==> src/rtl/galois_shift_gen.sv <==
`timescale 1ns/1ps
module galois_shift_gen #(
  parameter int STAGES = 8,
  parameter logic [STAGES:0] TAPS = 9'h11D
) (
  input  logic              clk,
  input  logic              rst,
  input  logic              en,
  input  logic              load,
  input  logic [STAGES-1:0] seed,
  input  logic              din,
  output logic [STAGES-1:0] state,
  output logic              dout
);

  logic              fb;
  logic [STAGES-1:0] nxt;

  if (TAPS[STAGES] != 1'b1) begin : g_bad_degree
    $error("TAPS bit STAGES must be set");
  end

  assign fb   = state[STAGES-1] ^ din;
  assign dout = state[STAGES-1];

  assign nxt[0] = fb;
  for (genvar k = 1; k < STAGES; k++) begin : g_stage
    if (TAPS[k]) begin : g_tap
      assign nxt[k] = state[k-1] ^ fb;
    end else begin : g_plain
      assign nxt[k] = state[k-1];
    end
  end

  always_ff @(posedge clk) begin
    if (rst)       state <= '1;
    else if (load) state <= seed;
    else if (en)   state <= nxt;
  end

  assert_reset_ones_R1: assert property (@(posedge clk) rst |=> state == '1);
  assert_load_seed_R2: assert property (@(posedge clk) disable iff (rst)
    load |=> state == $past(seed));
  assert_hold_R3: assert property (@(posedge clk) disable iff (rst)
    (!load && !en) |=> $stable(state));
  assert_stage0_fb_R5: assert property (@(posedge clk) disable iff (rst)
    (!load && en) |=> state[0] == $past(dout ^ din));
  assert_zero_lock_R8: assert property (@(posedge clk) disable iff (rst)
    (!load && en && !din && state == '0) |=> state == '0);

endmodule

==> config.mk <==
export PLATFORM = sky130hd
export DESIGN_NAME = galois_shift_gen
export DESIGN_NICKNAME = d
export VERILOG_FILES = /design/src/rtl/galois_shift_gen.sv
export SDC_FILE = /design/constraint.sdc
export NUM_CORES = 1
export LEC_CHECK = 0
export BUFFER_PORTS_ARGS = -buffer_cell sky130_fd_sc_hd__buf_2
export CAP_MARGIN = 10
export CORE_UTILIZATION = 30
export CTS_CLUSTER_DIAMETER = 80
export DETAILED_ROUTE_END_ITERATION = 12
export GPL_TIMING_DRIVEN = 0
export PLACE_DENSITY_LB_ADDON = 0.08
export SLEW_MARGIN = 5
export SYNTH_ARGS = -nofsm -noshare
export SYNTH_HDL_FRONTEND = slang
export SYNTH_SLANG_ARGS = --single-unit
==> constraint.sdc <==
create_clock -name clk -period 1.6 [get_ports clk]
set_clock_uncertainty 0.15 [all_clocks]
set_input_delay 0.4 -clock clk [delete_from_list [all_inputs] [get_ports clk]]
set_output_delay 0.4 -clock clk [all_outputs]
set_load 0.02 [all_outputs]
After elaboration in Yosys (flattened, before gate mapping)
Index checks and enable logic that the tools add are counted.
- bitwise logic cells: 4
- reduce and logical (&&, ||, !) cells: 1
- muxes and demuxes: 2
- operators with widths (operator ; count):
    two-way mux 8 bit ; 2
    bitwise XOR 1 bit ; 4
    nonzero test 2 bit ; 1
- logic and storage cells: 8
- bits in registers: 8

Depth between registers and ports, before layout
- depth after elaboration: 4
- mapped depth: 4
- mapped depth without buffers: 3

Least setup slack after synthesis
No wires, ideal clock.
- path kind: register to register
- start: reg state[7]
- end: reg state[2]
- path slack: 0.215 ns
- path buffers: 0
- stages on the path, launching flop included: 4
- setup time: 0.077 ns
- data required time: 1.373 ns
- arrival: 1.159 ns
- path through: dfxtp_1 > xnor2_2 > or3b_1 > a41oi_2
- word-level cells in the longest chain between the ends: 4
- RTL lines (item ; RTL line ; text):
    start, declared ; 12 ; output logic [STAGES-1:0] state,
    start signal, assigned ; 38 ; else if (en) state <= nxt;
    bitwise XOR 1 bit ; 23 ; assign fb = state[STAGES-1] ^ din;
    bitwise XOR 1 bit ; 29 ; assign nxt[k] = state[k-1] ^ fb;
    two-way mux 8 bit ; 38 ;
    two-way mux 8 bit ; 37 ; else if (load) state <= seed;
No other way between the ends. The select of a mux whose other input is x is not followed.
A chain may end at the register's enable or synchronous reset.

Final worst setup path
- start: reg state[7]
- end: out state[7]
No word-level cell between the ends.

==> summary.md <==
| Metric | Value |
|---|---|
| Maximum fanout along the worst path | `4` |
| Antenna violations before repair | `0` |
| IO Port Bufs | `19` |
| Antenna cell count | `0` |
| Worst Hold Path Cells | `2` |
| Final setup fails | `0` |
| DP HPWL | `670.7 um` |
| Largest regs | `state: 8 flops` |
| Layout cells sized above 1 | `46.97%` |
| Status | `complete, no violations` |
| Crit. End Element | `primary output` |
| Reg-to-reg slack, setup | `0.27 ns` |
| Post_cts resized | `0` |
| NumNets Final | `81` |
| Cts-stage hold buffer count | `0` |
| Hold endpoint | `state[0]$_SDFFE_PP1P_` |
| I/O Pins | `22` |
| CP Launch Type | `register` |
| Chip height | `41.18 um` |
| Drc violations | `0` |
| P&R area growth vs syn | `29.62%` |
| Worst R2R Start | `state[7]$_SDFFE_PP1P_` |
| R2r endpoint | `state[3]$_SDFFE_PP1P_` |
| # Post-CTS Setup Buffers | `0` |
| Final Max Slew Viols | `0` |
| Drt total wl | `895 um` |
| Hold Startpoint | `seed[0]` |
| Largest net degree at the start of global routing | `11` |
| Max rail drop VDD | `0.3264 mV` |
| Post-Syn Nets | `57` |
| Clock sinks | `8` |
| CTS Buffer Depth | `2` |
| Power density over the cells | `850.0 nW/um^2` |
| Antenna Nets Post-Route | `0` |
| Final hold violation count | `0` |
| Final WS setup | `0.1068 ns` |
| CTS tree | `built` |
| Wire per inst | `11.05 um` |
| Post-layout min period | `1.493 ns` |
| Overall Global Routing Usage | `13.47%` |
| Register area share after synthesis | `34.78%` |
| Initial DRT Pass Iterations | `2` |
| Worst min path class | `primary input to register` |
| DR vias/cell | `4.790` |
| Max cap viols | `0` |
| Synth warn | `0` |
| Die W | `41.18 um` |
| Top reg by flops | `state` |
| Number of distinct library cells after synthesis | `17` |
| Core Region | `1366 sq um` |
| Leakage power | `0.2467 nW` |
| Final RePlAce weighted congestion | `0.6685` |
| WP data arrival | `0.94 ns` |
| Initial Utilization | `33.70%` |
| DIE AREA | `1695 sq um` |
| Gr ovfl total | `0` |
| RSZ-0062 raised after global routing | `no` |
| Register bit total from synthesis | `8` |
| Global-route wire length before repair | `1.407 mm` |
| Num rows | `13` |
| H-tree depth | `1` |
| Max FFs per register | `8` |
| Root Driver | `clkbuf_4` |
| Worst Max-Slew Pin Slew | `0.5026 ns` |
| Total CTS buffers | `3` |
| Mapped cell area | `460.4 sq um` |
| Worst-case reg-to-reg path depth | `3` |
| Clk_lat worst skew | `0.25 ns` |
| Normalized max-slew margin | `66.50%` |
| Fmax | `669.7 MHz` |
| Synth Area per Inst | `10.46 sq um` |
| Via count | `388` |
| DR iter-0 viols | `5` |
| Fin crit share | `93.33%` |
| Vias in the first global route | `328` |
| Synth Instances | `44` |
| Setup slack at placement | `0.1308 ns` |
| Required @ worst endpoint | `1.05 ns` |
| Setup total negative slack | `0 ns` |
| Crit Path Class | `register to primary output` |
| CTS clock-pin slew for the worst setup and hold paths | `0.06 ns` |
==> cell usage in the layout, fill, tap and decap left out, drive strengths merged <==
master,count
xnor2,1
nand2b,7
buf,22
nand3,3
mux2i,4
nor3b,3
clkbuf,4
mux2,4
a211o,1
or3b,3
nor2,2
dfxtp,8
a211oi,1
a41oi,3
==> metrics by stage <==
step / util (%) / cells / power [mW] / hold slack, ns / area, sq um
global route: 43.68 / 81 / 0.5449 / 0.2029 / 596.8
CTS: 43.68 / 81 / 0.5150 / 0.2055 / 596.8
finish: 43.68 / 81 / 0.5073 / 0.2024 / 596.8
detailed placement: 42.03 / 78 / 0.3565 / 0.3964 / 574.3
global placement: 42.03 / 78 / 0.3565 / 0.3885 / 574.3
floorplan: - / 44 / 0.3152 / 0.3728 / 460.4
==> worst max-delay path: stages, from the launching register on <==
cell     delay [ns]
dfxtp_1        0.41
buf_4          0.13
buf_2          0.15
==> area by class of cell <==
cell class	instances	area, sq um
sequential	8	160.2
fill	148	769.5
clock buffer	3	22.52
buffer	4	26.28
tap	15	18.77
multi-input combinational	32	274.0
timing repair buffer	19	95.09
==> layer usage <==
| layer | GRT usage, % | vias to the layer above | part of all wire, % |
|---|---|---|---|
| met4 | 9.677 | 0 | 1.3 |
| met2 | 17.97 | 13 | 43 |
| met5 | 0 | - | 0 |
| li1 | - | 207 | - |
| met3 | 3.261 | 2 | 5.0 |
| met1 | 18.39 | 166 | 51 |
==> Yosys cell counts <==
library cell | instances | area share, %
a211o_1 | 1 | 1.9
a211oi_1 | 1 | 1.6
a41oi_1 | 1 | 1.9
a41oi_2 | 2 | 7.1
buf_1 | 1 | 0.81
buf_4 | 1 | 1.6
buf_6 | 1 | 2.4
clkbuf_1 | 1 | 0.81
dfxtp_1 | 8 | 35
mux2_2 | 4 | 9.8
mux2i_1 | 4 | 8.7
nand2b_1 | 7 | 9.5
nand3_1 | 3 | 3.3
nor2_1 | 2 | 1.6
nor3b_1 | 3 | 4.9
or3b_1 | 3 | 5.7
xnor2_2 | 1 | 3.5
==> how the worst max path moves through the flow <==
| stage | from | endpoint | cells after the start |
|---|---|---|---|
| 6_report | state[7]$_SDFFE_PP1P_ | state[7] | 2 |
| 3_5_place_dp | din | state[3]$_SDFFE_PP1P_ | 4 |
| 4_1_cts | state[7]$_SDFFE_PP1P_ | state[7] | 2 |
| 2_1_floorplan | state[7]$_SDFFE_PP1P_ | state[2]$_SDFFE_PP1P_ | 3 |
| 5_1_grt | state[7]$_SDFFE_PP1P_ | state[7] | 2 |
| 3_3_place_gp | load | state[4]$_SDFFE_PP1P_ | 3 |
==> power breakdown <==
group	internal [mW]	switching (mW)	total [mW]
clock network	0.0860	0.0710	0.157
registers	0.215	0.0123	0.227
logic	0.0593	0.0637	0.123
==> cell families (layout without fill, tap and decap cells) <==
kind of cell,after synthesis,after routing,share of synthesized area (%)
muxes,8,8,18.48
buffers and inverters,4,26,5.705
and+or+nand+nor,18,18,25.00
DFF,8,8,34.78
xor gates and xnor gates,1,1,3.534
AOI/OAI and AO/OA,5,5,12.50
(Power assumes the default switching activity.)
